**config.mk**
```make
export PLATFORM = sky130hd
export DESIGN_NAME = hb_gate_seq
export DESIGN_NICKNAME = d
export VERILOG_FILES = /design/src/rtl/hbg_pkg.sv /design/src/rtl/hbg_sync.sv /design/src/rtl/hbg_wait_timer.sv /design/src/rtl/hbg_fsm.sv /design/src/rtl/hb_gate_seq.sv
export SDC_FILE = /design/constraint.sdc
export NUM_CORES = 1
export LEC_CHECK = 0
export CAP_MARGIN = 10
export CORE_MARGIN = 2
export CORE_UTILIZATION = 55
export CTS_BUF_LIST = sky130_fd_sc_hd__clkbuf_4
export CTS_CLUSTER_DIAMETER = 30
export CTS_CLUSTER_SIZE = 40
export DETAILED_ROUTE_END_ITERATION = 8
export DONT_BUFFER_PORTS = 1
export PLACE_DENSITY = 0.7
export SLEW_MARGIN = 25
export SYNTH_ARGS = -nofsm -noshare
export SYNTH_HDL_FRONTEND = slang
export SYNTH_SLANG_ARGS = --single-unit
```
**constraint.sdc**
```tcl
create_clock -name clk -period 2.6 [get_ports clk]
set_clock_uncertainty 0.05 [all_clocks]
set_input_delay 0.52 -clock clk [delete_from_list [all_inputs] [get_ports clk]]
set_output_delay 0.52 -clock clk [all_outputs]
set_load 0.02 [all_outputs]
```
**src/rtl/hbg_pkg.sv**
```systemverilog
package hbg_pkg;

  typedef enum logic [2:0] {
    ST_IDLE    = 3'd0,
    ST_HIGH    = 3'd1,
    ST_HOLD_HI = 3'd2,
    ST_LOW     = 3'd3,
    ST_HOLD_LO = 3'd4,
    ST_CLAMP   = 3'd5
  } hbg_state_e;

  localparam int IN_W       = 6;
  localparam int IX_PWM     = 0;
  localparam int IX_EN      = 1;
  localparam int IX_SYNC    = 2;
  localparam int IX_CLAMP_N = 3;
  localparam int IX_LS_FB   = 4;
  localparam int IX_SW_FB   = 5;

  localparam logic [IN_W-1:0] IN_RESET = 6'b00_1000;

endpackage

```
**src/rtl/hbg_sync.sv**
```systemverilog
module hbg_sync #(
  parameter int          W       = 1,
  parameter int          STAGES  = 2,
  parameter logic [W-1:0] RST_VAL = '0
) (
  input  logic         clk,
  input  logic         rst_n,
  input  logic [W-1:0] d_i,
  output logic [W-1:0] q_o
);

  logic [W-1:0] chain [STAGES];

  for (genvar s = 0; s < STAGES; s++) begin : g_stage
    if (s == 0) begin : g_first
      always_ff @(posedge clk) begin
        if (!rst_n) chain[s] <= RST_VAL;
        else        chain[s] <= d_i;
      end
    end else begin : g_next
      always_ff @(posedge clk) begin
        if (!rst_n) chain[s] <= RST_VAL;
        else        chain[s] <= chain[s-1];
      end
    end
  end

  assign q_o = chain[STAGES-1];

endmodule

```
**src/rtl/hbg_wait_timer.sv**
```systemverilog
module hbg_wait_timer #(
  parameter int MIN_GAP = 3,
  parameter int TIMEOUT = 64
) (
  input  logic clk,
  input  logic rst_n,
  input  logic clear_i,
  input  logic run_i,
  output logic gap_done_o,
  output logic expired_o
);

  localparam int             CW       = (TIMEOUT > 1) ? $clog2(TIMEOUT) : 1;
  localparam logic [CW-1:0]  GAP_LAST = CW'(MIN_GAP - 1);
  localparam logic [CW-1:0]  TMO_LAST = CW'(TIMEOUT - 1);

  logic [CW-1:0] cnt_q;

  always_ff @(posedge clk) begin
    if (!rst_n)                      cnt_q <= '0;
    else if (clear_i)                cnt_q <= '0;
    else if (run_i && !expired_o)    cnt_q <= cnt_q + 1'b1;
  end

  assign gap_done_o = (cnt_q >= GAP_LAST);
  assign expired_o  = (cnt_q >= TMO_LAST);

  p_cnt_bounded_r10: assert property (@(posedge clk) disable iff (!rst_n)
    cnt_q <= TMO_LAST);

endmodule

```
**src/rtl/hbg_fsm.sv**
```systemverilog
module hbg_fsm
  import hbg_pkg::*;
#(
  parameter int MIN_GAP = 3,
  parameter int TIMEOUT = 64
) (
  input  logic clk,
  input  logic rst_n,
  input  logic pwm_i,
  input  logic en_i,
  input  logic sync_i,
  input  logic clamp_n_i,
  input  logic ls_fb_i,
  input  logic sw_fb_i,
  output logic hs_gate_o,
  output logic ls_gate_o,
  output logic fault_o
);

  hbg_state_e state_q, state_d;
  logic       fault_q;
  logic       timeout_hit;
  logic       gap_done, expired;
  logic       in_wait;

  assign in_wait = (state_q == ST_HOLD_HI) || (state_q == ST_HOLD_LO);

  hbg_wait_timer #(
    .MIN_GAP (MIN_GAP),
    .TIMEOUT (TIMEOUT)
  ) u_timer (
    .clk        (clk),
    .rst_n      (rst_n),
    .clear_i    (state_d != state_q),
    .run_i      (in_wait),
    .gap_done_o (gap_done),
    .expired_o  (expired)
  );

  always_comb begin
    state_d     = state_q;
    timeout_hit = 1'b0;
    if (!clamp_n_i) begin
      state_d = ST_CLAMP;
    end else if (fault_q || !en_i) begin
      state_d = ST_IDLE;
    end else begin
      unique case (state_q)
        ST_CLAMP: state_d = ST_IDLE;
        ST_IDLE: begin
          if (pwm_i)       state_d = ST_HOLD_HI;
          else if (sync_i) state_d = ST_HOLD_LO;
        end
        ST_HOLD_HI: begin
          if (!pwm_i)                  state_d = sync_i ? ST_HOLD_LO : ST_IDLE;
          else if (gap_done && !ls_fb_i) state_d = ST_HIGH;
          else if (expired) begin
            timeout_hit = 1'b1;
            state_d     = ST_IDLE;
          end
        end
        ST_HIGH: begin
          if (!pwm_i) state_d = sync_i ? ST_HOLD_LO : ST_IDLE;
        end
        ST_HOLD_LO: begin
          if (pwm_i)                     state_d = ST_HOLD_HI;
          else if (!sync_i)              state_d = ST_IDLE;
          else if (gap_done && !sw_fb_i) state_d = ST_LOW;
          else if (expired) begin
            timeout_hit = 1'b1;
            state_d     = ST_IDLE;
          end
        end
        ST_LOW: begin
          if (pwm_i)        state_d = ST_HOLD_HI;
          else if (!sync_i) state_d = ST_IDLE;
        end
        default: state_d = ST_IDLE;
      endcase
    end
  end

  always_ff @(posedge clk) begin
    if (!rst_n) begin
      state_q <= ST_IDLE;
      fault_q <= 1'b0;
    end else begin
      state_q <= state_d;
      fault_q <= fault_q | timeout_hit;
    end
  end

  assign hs_gate_o = (state_q == ST_HIGH);
  assign ls_gate_o = (state_q == ST_LOW) || (state_q == ST_CLAMP);
  assign fault_o   = fault_q;

  // Run length of all-off cycles, kept only to check the handover gap.
  localparam int            OW      = $clog2(MIN_GAP + 2);
  localparam logic [OW-1:0] OFF_SAT = OW'(MIN_GAP + 1);
  logic [OW-1:0] off_run_q;

  always_ff @(posedge clk) begin
    if (!rst_n)                        off_run_q <= '0;
    else if (hs_gate_o || ls_gate_o)   off_run_q <= '0;
    else if (off_run_q != OFF_SAT)     off_run_q <= off_run_q + 1'b1;
  end

  p_no_overlap_r11: assert property (@(posedge clk) disable iff (!rst_n)
    !(hs_gate_o && ls_gate_o));

  p_clamp_wins_r2: assert property (@(posedge clk) disable iff (!rst_n)
    !clamp_n_i |=> (ls_gate_o && !hs_gate_o));

  p_disable_off_r3: assert property (@(posedge clk) disable iff (!rst_n)
    (clamp_n_i && !en_i) |=> (!hs_gate_o && !ls_gate_o));

  p_diode_mode_r4: assert property (@(posedge clk) disable iff (!rst_n)
    (clamp_n_i && !sync_i) |=> !ls_gate_o);

  p_hs_after_fb_r6: assert property (@(posedge clk) disable iff (!rst_n)
    $rose(hs_gate_o) |-> $past(!ls_fb_i));

  p_ls_after_fb_r7: assert property (@(posedge clk) disable iff (!rst_n)
    (state_q == ST_LOW && $past(state_q) != ST_LOW) |-> $past(!sw_fb_i));

  p_min_gap_r8: assert property (@(posedge clk) disable iff (!rst_n)
    $rose(hs_gate_o) |-> (off_run_q >= OW'(MIN_GAP)));

  p_fault_sticky_r10: assert property (@(posedge clk) disable iff (!rst_n)
    fault_o |=> fault_o);

  p_fault_quiet_r10: assert property (@(posedge clk) disable iff (!rst_n)
    (fault_o && clamp_n_i) |=> !hs_gate_o);

endmodule

```
**src/rtl/hb_gate_seq.sv**
```systemverilog
module hb_gate_seq
  import hbg_pkg::*;
#(
  parameter bit PWM_INVERT  = 1'b0,
  parameter int SYNC_STAGES = 2,
  parameter int MIN_GAP     = 3,
  parameter int TIMEOUT     = 64
) (
  input  logic clk,
  input  logic rst_n,
  input  logic pwm_i,
  input  logic en_i,
  input  logic sync_i,
  input  logic clamp_n_i,
  input  logic ls_fb_i,
  input  logic sw_fb_i,
  output logic hs_gate_o,
  output logic ls_gate_o,
  output logic fault_o
);

  logic [IN_W-1:0] raw_in, syn_in;
  logic            pwm_eff;

  always_comb begin
    raw_in              = '0;
    raw_in[IX_PWM]      = pwm_i;
    raw_in[IX_EN]       = en_i;
    raw_in[IX_SYNC]     = sync_i;
    raw_in[IX_CLAMP_N]  = clamp_n_i;
    raw_in[IX_LS_FB]    = ls_fb_i;
    raw_in[IX_SW_FB]    = sw_fb_i;
  end

  hbg_sync #(
    .W       (IN_W),
    .STAGES  (SYNC_STAGES),
    .RST_VAL (IN_RESET)
  ) u_sync (
    .clk   (clk),
    .rst_n (rst_n),
    .d_i   (raw_in),
    .q_o   (syn_in)
  );

  if (PWM_INVERT) begin : g_pwm_inv
    assign pwm_eff = ~syn_in[IX_PWM];
  end else begin : g_pwm_dir
    assign pwm_eff = syn_in[IX_PWM];
  end

  hbg_fsm #(
    .MIN_GAP (MIN_GAP),
    .TIMEOUT (TIMEOUT)
  ) u_fsm (
    .clk       (clk),
    .rst_n     (rst_n),
    .pwm_i     (pwm_eff),
    .en_i      (syn_in[IX_EN]),
    .sync_i    (syn_in[IX_SYNC]),
    .clamp_n_i (syn_in[IX_CLAMP_N]),
    .ls_fb_i   (syn_in[IX_LS_FB]),
    .sw_fb_i   (syn_in[IX_SW_FB]),
    .hs_gate_o (hs_gate_o),
    .ls_gate_o (ls_gate_o),
    .fault_o   (fault_o)
  );

  p_reset_quiet_r1: assert property (@(posedge clk)
    !rst_n |=> (!hs_gate_o && !ls_gate_o && !fault_o));

endmodule

```
==> results of run 1 <==
worst max-delay path by stage:
| stage | from | to | cells after the start |
|---|---|---|---|
| final | u_fsm.u_timer.cnt_q[0]$_SDFFE_PP0P_ | u_fsm.u_timer.cnt_q[1]$_SDFFE_PP0P_ | 8 |
| after floorplan | u_fsm.u_timer.cnt_q[0]$_SDFFE_PP0P_ | u_fsm.u_timer.cnt_q[2]$_SDFFE_PP0P_ | 8 |
| after CTS | u_fsm.u_timer.cnt_q[0]$_SDFFE_PP0P_ | u_fsm.u_timer.cnt_q[1]$_SDFFE_PP0P_ | 8 |
| after detailed placement | u_fsm.u_timer.cnt_q[0]$_SDFFE_PP0P_ | u_fsm.u_timer.cnt_q[1]$_SDFFE_PP0P_ | 8 |
| after global placement | u_fsm.u_timer.cnt_q[0]$_SDFFE_PP0P_ | u_fsm.u_timer.cnt_q[2]$_SDFFE_PP0P_ | 8 |
| after global routing | u_fsm.u_timer.cnt_q[0]$_SDFFE_PP0P_ | u_fsm.u_timer.cnt_q[1]$_SDFFE_PP0P_ | 8 |
flip-flops by register name, indices dropped and copies added, names as in the netlist:
register	cells
u_fsm.fault_o	1
u_fsm.state_q	3
u_fsm.u_timer.cnt_q	6
u_sync.chain	12
final cells by class:
cell class	instances	area, µm²
clock buffers	3	22.5
fillers	178	779
inverters	6	22.5
multi-input cells	88	616
flip-flops and latches	22	440
well taps	27	33.8
repair buffers	1	7.51
power breakdown:
group | total (W) | internal (W) | switching (W)
logic | 0.0000408 | 0.0000195 | 0.0000213
registers | 0.000356 | 0.000348 | 0.00000834
clock network | 0.000139 | 0.0000538 | 0.0000856
placed cells by master, fill, tap and decap left out, drive strengths merged, types with 2 or more instances in the layout:
cell,instances
o21ai,2
nor2,13
nand2,8
nor2b,3
a21boi,2
inv,6
nand4,2
and2,12
nand3,2
and3,3
nand2b,2
clkbuf,3
ha,2
nand4b,2
a21oi,7
xnor2,4
o2111ai,2
nor4,2
o21a,2
dfxtp,22
a311oi,3
routing by layer:
metal,vias to the layer above,GRT usage,share of wire
met3,5,0.0429,0.067
met5,-,0,0
met4,0,0.0714,0.014
met1,403,0.228,0.48
met2,28,0.281,0.43
li1,427,-,-
critical path, cell delays in order (launching register included):
cell and delay [ns]:
dfxtp_1 0.41, inv_1 0.06, ha_1 0.19, nor2_1 0.19, a21oi_1 0.15, or4_4 0.55
a21boi_4 0.16, o2111ai_4 0.16, a211oi_1 0.21
synthesized netlist by cell type, types with 2 or more instances:
| cell type | number | area share |
|---|---|---|
| nand2b_1 | 2 | 0.011 |
| nor2b_1 | 3 | 0.017 |
| xnor2_1 | 4 | 0.032 |
| dfxtp_1 | 22 | 0.40 |
| a21oi_1 | 7 | 0.032 |
| nand4_1 | 2 | 0.011 |
| ha_1 | 2 | 0.023 |
| and3_1 | 2 | 0.011 |
| o21ai_0 | 2 | 0.0091 |
| buf_6 | 2 | 0.020 |
| nand2_1 | 8 | 0.027 |
| nor2_1 | 13 | 0.044 |
| and2_1 | 12 | 0.068 |
| o21a_1 | 2 | 0.014 |
| inv_1 | 6 | 0.020 |
| a311oi_2 | 2 | 0.027 |
| nand3_1 | 2 | 0.0091 |
| nand4b_1 | 2 | 0.016 |
logic make-up after synthesis:
logic type               count (synthesis)  share of synthesized area
AO/OA/AOI/OAI                           27                      0.215
adder cells (fa/ha/maj)                  2                     0.0226
flip-flops                              22                      0.399
multiplexers                             1                    0.00906
AND/OR/NAND/NOR                         53                      0.271
XOR/XNOR                                 5                     0.0396
buffers and inverters                    9                     0.0442
through the flow:
stage                     area [µm²]  hold slack (ns)
after global placement          1120            0.344
after floorplan                 1100            0.336
after detailed placement        1120            0.352
final                           1140            0.250
after CTS                       1140            0.238
after global routing            1140            0.220
==> impl_metrics.env, run 1 <==
export IMPL_fmax_ghz=0.452
export IMPL_cts_setup_buffers=0
export IMPL_peakVddDrop_v=0.000333
export IMPL_crit_type="flop to flop"
export IMPL_placedCellCount=144
export IMPL_vias=863
export IMPL_die_area_um2=2380
export IMPL_cp_arrival_ns=2.37
export IMPL_viasPerCell=5.87
export IMPL_rsz0062_at_grt="false"
export IMPL_hold_buffers=0
export IMPL_ys_ff_latch=22
export IMPL_drt_total_wl_um=1910
export IMPL_hpwl_um=1470
export IMPL_cts_buffers=3
export IMPL_grt_max_degree=18
export IMPL_grt_pass1_vias=782
export IMPL_post_route_period_util=0.850
export IMPL_maxCapViolCount=0
export IMPL_die_h_um=48.8
export IMPL_gr_total_overflow=0
export IMPL_power_leakage_nw=0.422
export IMPL_synth_edf_count=0
export IMPL_initial_core_util=0.575
export IMPL_synthesis_nets=129
export IMPL_clkSinkCount=22
export IMPL_rr_worst_depth=8
export IMPL_final_nets=132
export IMPL_worst_ep_required_time_ns=2.76
export IMPL_yosysSeqAreaShare=0.399
export IMPL_async_reset_ff_frac=0
export IMPL_final_core_util=0.594
export IMPL_maxSlewViolCount=0
export IMPL_min_delay_path_class="input port to flop"
export IMPL_cts_resized=0
export IMPL_cts_buffer_depth=2
export IMPL_drive_gt1_frac=0.117
export IMPL_antenna_found_initial=0
export IMPL_period_needed_ns=2.21
export IMPL_first_pass_iters=4
export IMPL_setup_tns_ns=0
export IMPL_hold_path_endpoint="u_sync.chain[0][3]$_SDFF_PN1_"
export IMPL_syn_inst=119
export IMPL_yosysWarningCount=0
export IMPL_die_x_um=48.8
export IMPL_clkLatencyLatePin_ns=0.29
export IMPL_p_per_area_nw_per_um2=469
export IMPL_r2r_end="u_fsm.u_timer.cnt_q[1]$_SDFFE_PP0P_"
export IMPL_grt_pass1_wl_um=3320
export IMPL_gp_congestion=0.882
export IMPL_rrSetupSlack_ns=0.39
export IMPL_num_rows=16
export IMPL_pre_cts_ws_ns=0.414
export IMPL_status="finished clean"
export IMPL_cts_root_buf="clkbuf_4"
export IMPL_synth_area_um2=1100
export IMPL_cts_clk_slew_worst_paths_ns=0.10
export IMPL_synth_cell_types=42
export IMPL_synthToLayoutAreaGrowth_pct=3.40
export IMPL_grt_use_total=0.176
export IMPL_max_slew_margin=0.669
export IMPL_cts_max_level=1
export IMPL_detail_route_antenna_nets=0
export IMPL_worst_slack_ns=0.389
export IMPL_ios=11
export IMPL_syn_area_per_cell_um2=9.28
export IMPL_end_kind="flop"
export IMPL_wire_per_inst_um=13.0
export IMPL_drt_initial_drc_count=27
export IMPL_synth_ff_type="dfxtp_1"
export IMPL_n_antenna_cell=0
export IMPL_stdcell_count=147
export IMPL_tightest_slew_ns=0.496
export IMPL_hp_start="rst_n"
export IMPL_hold_path_cell_count=1
export IMPL_core_um2=1920
export IMPL_io_buffers=0
export IMPL_start_kind="flop"
export IMPL_finalHoldViolations=0
export IMPL_cts_tree="done"
export IMPL_totalPowerFinal_w=0.000536
export IMPL_r2r_start="u_fsm.u_timer.cnt_q[0]$_SDFFE_PP0P_"
export IMPL_worstPathMaxFanout=6
export IMPL_setup_viol=0
export IMPL_drc=0
Power figures use the tool's default switching activity.
==> inputs of run 2 (changes only) <==
--- a/config.mk
+++ b/config.mk
@@ -7,13 +7,12 @@
 export LEC_CHECK = 0
 export CAP_MARGIN = 10
 export CORE_MARGIN = 2
-export CORE_UTILIZATION = 55
+export CORE_UTILIZATION = 35
 export CTS_BUF_LIST = sky130_fd_sc_hd__clkbuf_4
 export CTS_CLUSTER_DIAMETER = 30
 export CTS_CLUSTER_SIZE = 40
 export DETAILED_ROUTE_END_ITERATION = 8
 export DONT_BUFFER_PORTS = 1
-export PLACE_DENSITY = 0.7
 export SLEW_MARGIN = 25
 export SYNTH_ARGS = -nofsm -noshare
 export SYNTH_HDL_FRONTEND = slang
==> impl_metrics.env, run 2 (synthesis results as in run 1) <==
export IMPL_grt_pass1_vias=784
export IMPL_worstPathMaxFanout=6
export IMPL_setup_viol=0
export IMPL_reg_largest_list="u_sync.chain (12), u_fsm.u_timer.cnt_q (6), u_fsm.state_q (3)"
export IMPL_io_buffers=0
export IMPL_regMostFlops="u_sync.chain"
export IMPL_initial_core_util=0.365
export IMPL_min_delay_path_class="input port to flop"
export IMPL_gr_total_overflow=0
export IMPL_dpl_instance_area_um2=1140
export IMPL_die_x_um=60.2
export IMPL_grt_max_degree=18
export IMPL_rrSetupSlack_ns=0.40
export IMPL_tightest_slew_ns=0.486
export IMPL_stdcell_count=165
export IMPL_ios=11
export IMPL_mostFrequentLayoutCell="dfxtp_1"
export IMPL_cp_arrival_ns=2.38
export IMPL_hold_buffers=0
export IMPL_finalHoldViolations=0
export IMPL_cts_clk_slew_worst_paths_ns=0.12
export IMPL_peakVddDrop_v=0.000283
export IMPL_max_slew_margin=0.676
export IMPL_cts_buffers=3
export IMPL_wire_per_inst_um=11.9
export IMPL_drt_initial_drc_count=24
export IMPL_die_area_um2=3620
export IMPL_worst_ep_required_time_ns=2.78
export IMPL_drc=0
export IMPL_rsz0062_at_grt="false"
export IMPL_placedCellCount=161
export IMPL_clkLatencyLatePin_ns=0.30
export IMPL_num_rows=20
export IMPL_core_um2=3030
export IMPL_drive_gt1_frac=0.124
export IMPL_vias=840
export IMPL_crit_type="flop to flop"
export IMPL_viasPerCell=5.09
export IMPL_grt_pass1_wl_um=3440
export IMPL_maxCapViolCount=0
export IMPL_die_h_um=60.2
export IMPL_gp_congestion=0.810
export IMPL_final_core_util=0.394
export IMPL_clkSinkCount=22
export IMPL_status="finished clean"
export IMPL_cts_max_level=1
export IMPL_critical_path_cell_chain="inv_1 > ha_1 > nor2_1 > a21oi_1 > or4_4 > a21boi_4 > o2111ai_4 > a311oi_2"
export IMPL_cts_root_buf="clkbuf_4"
export IMPL_period_needed_ns=2.20
export IMPL_first_pass_iters=4
export IMPL_p_per_area_nw_per_um2=547
export IMPL_hpwl_um=1450
export IMPL_start_kind="flop"
export IMPL_antenna_found_initial=0
export IMPL_final_cell_mix="dfxtp_1, nor2_1, and2_1"
export IMPL_fmax_ghz=0.454
export IMPL_synthToLayoutAreaGrowth_pct=8.04
export IMPL_n_antenna_cell=0
export IMPL_cts_resized=0
export IMPL_power_leakage_nw=0.436
export IMPL_setup_tns_ns=0
export IMPL_drt_total_wl_um=1970
export IMPL_grt_use_total=0.127
export IMPL_post_route_period_util=0.847
export IMPL_maxSlewViolCount=0
export IMPL_cts_tree="done"
export IMPL_finalInstanceArea_um2=1190
export IMPL_largest_reg_flops=12
export IMPL_detail_route_antenna_nets=0
export IMPL_cts_setup_buffers=0
export IMPL_end_kind="flop"
export IMPL_cts_buffer_depth=2
export IMPL_final_nets=132
export IMPL_slowest_delay_ns=0.55
export IMPL_slowest_stage="or4_4"
## run 2: changes by cell type in the layout (fill, tap and decap cells not counted)
| cell | previous run | this run |
|---|---|---|
| bufinv_16 | 0 | 1 |
## run 2: metal layers
| layer | GRT usage | part of all wire |
|---|---|---|
| met1 | 0.170 | 0.48 |
| met2 | 0.194 | 0.44 |
| met3 | 0.0216 | 0.053 |
| met4 | 0.0667 | 0.023 |
| met5 | 0 | 0 |
## run 2: layout make-up
type                            instances  area [µm²]
Fill cell                             308        1830
Inverter                                6        22.5
Multi-Input combinational cell         88         616
Tap cell                               44        55.1
Clock inverter                          1        30.0
Sequential cell                        22         440
Timing Repair Buffer                    1        7.51
Clock buffer                            3        22.5
## run 2: path summary, 6_finish.rpt
check                                      start                             endpoint  cells after the start
max          u_fsm.u_timer.cnt_q[0]$_SDFFE_PP0P_  u_fsm.u_timer.cnt_q[2]$_SDFFE_PP0P_                      8
min                                        rst_n        u_sync.chain[0][3]$_SDFF_PN1_                      1
max reg2reg  u_fsm.u_timer.cnt_q[0]$_SDFFE_PP0P_  u_fsm.u_timer.cnt_q[2]$_SDFFE_PP0P_                      8
min reg2reg        u_sync.chain[0][3]$_SDFF_PN1_        u_sync.chain[1][3]$_SDFF_PN1_                      1
## run 2: stage by stage
step	setup WS (ns)	power [W]	hold slack (ns)
6_report	0.397	0.000652	0.229
2_1_floorplan	0.578	0.000398	0.336
4_1_cts	0.410	0.000662	0.214
3_3_place_gp	0.499	0.000404	0.344
5_1_grt	0.230	0.000684	0.209
3_5_place_dp	0.441	0.000404	0.350
## run 2: critical path: cells and delay by family (launching register included)
kind | cells | cell delay (ns)
compound gates | 4 | 0.67
fa+ha+maj | 1 | 0.19
buf+inv | 1 | 0.06
flops | 1 | 0.41
simple gates | 2 | 0.74
## run 2: power breakdown
part           internal [W]  switching, W  leakage, nW
Clock              0.000156     0.0000998       0.0279
Combinational     0.0000195     0.0000212        0.228
Sequential         0.000348    0.00000837        0.180
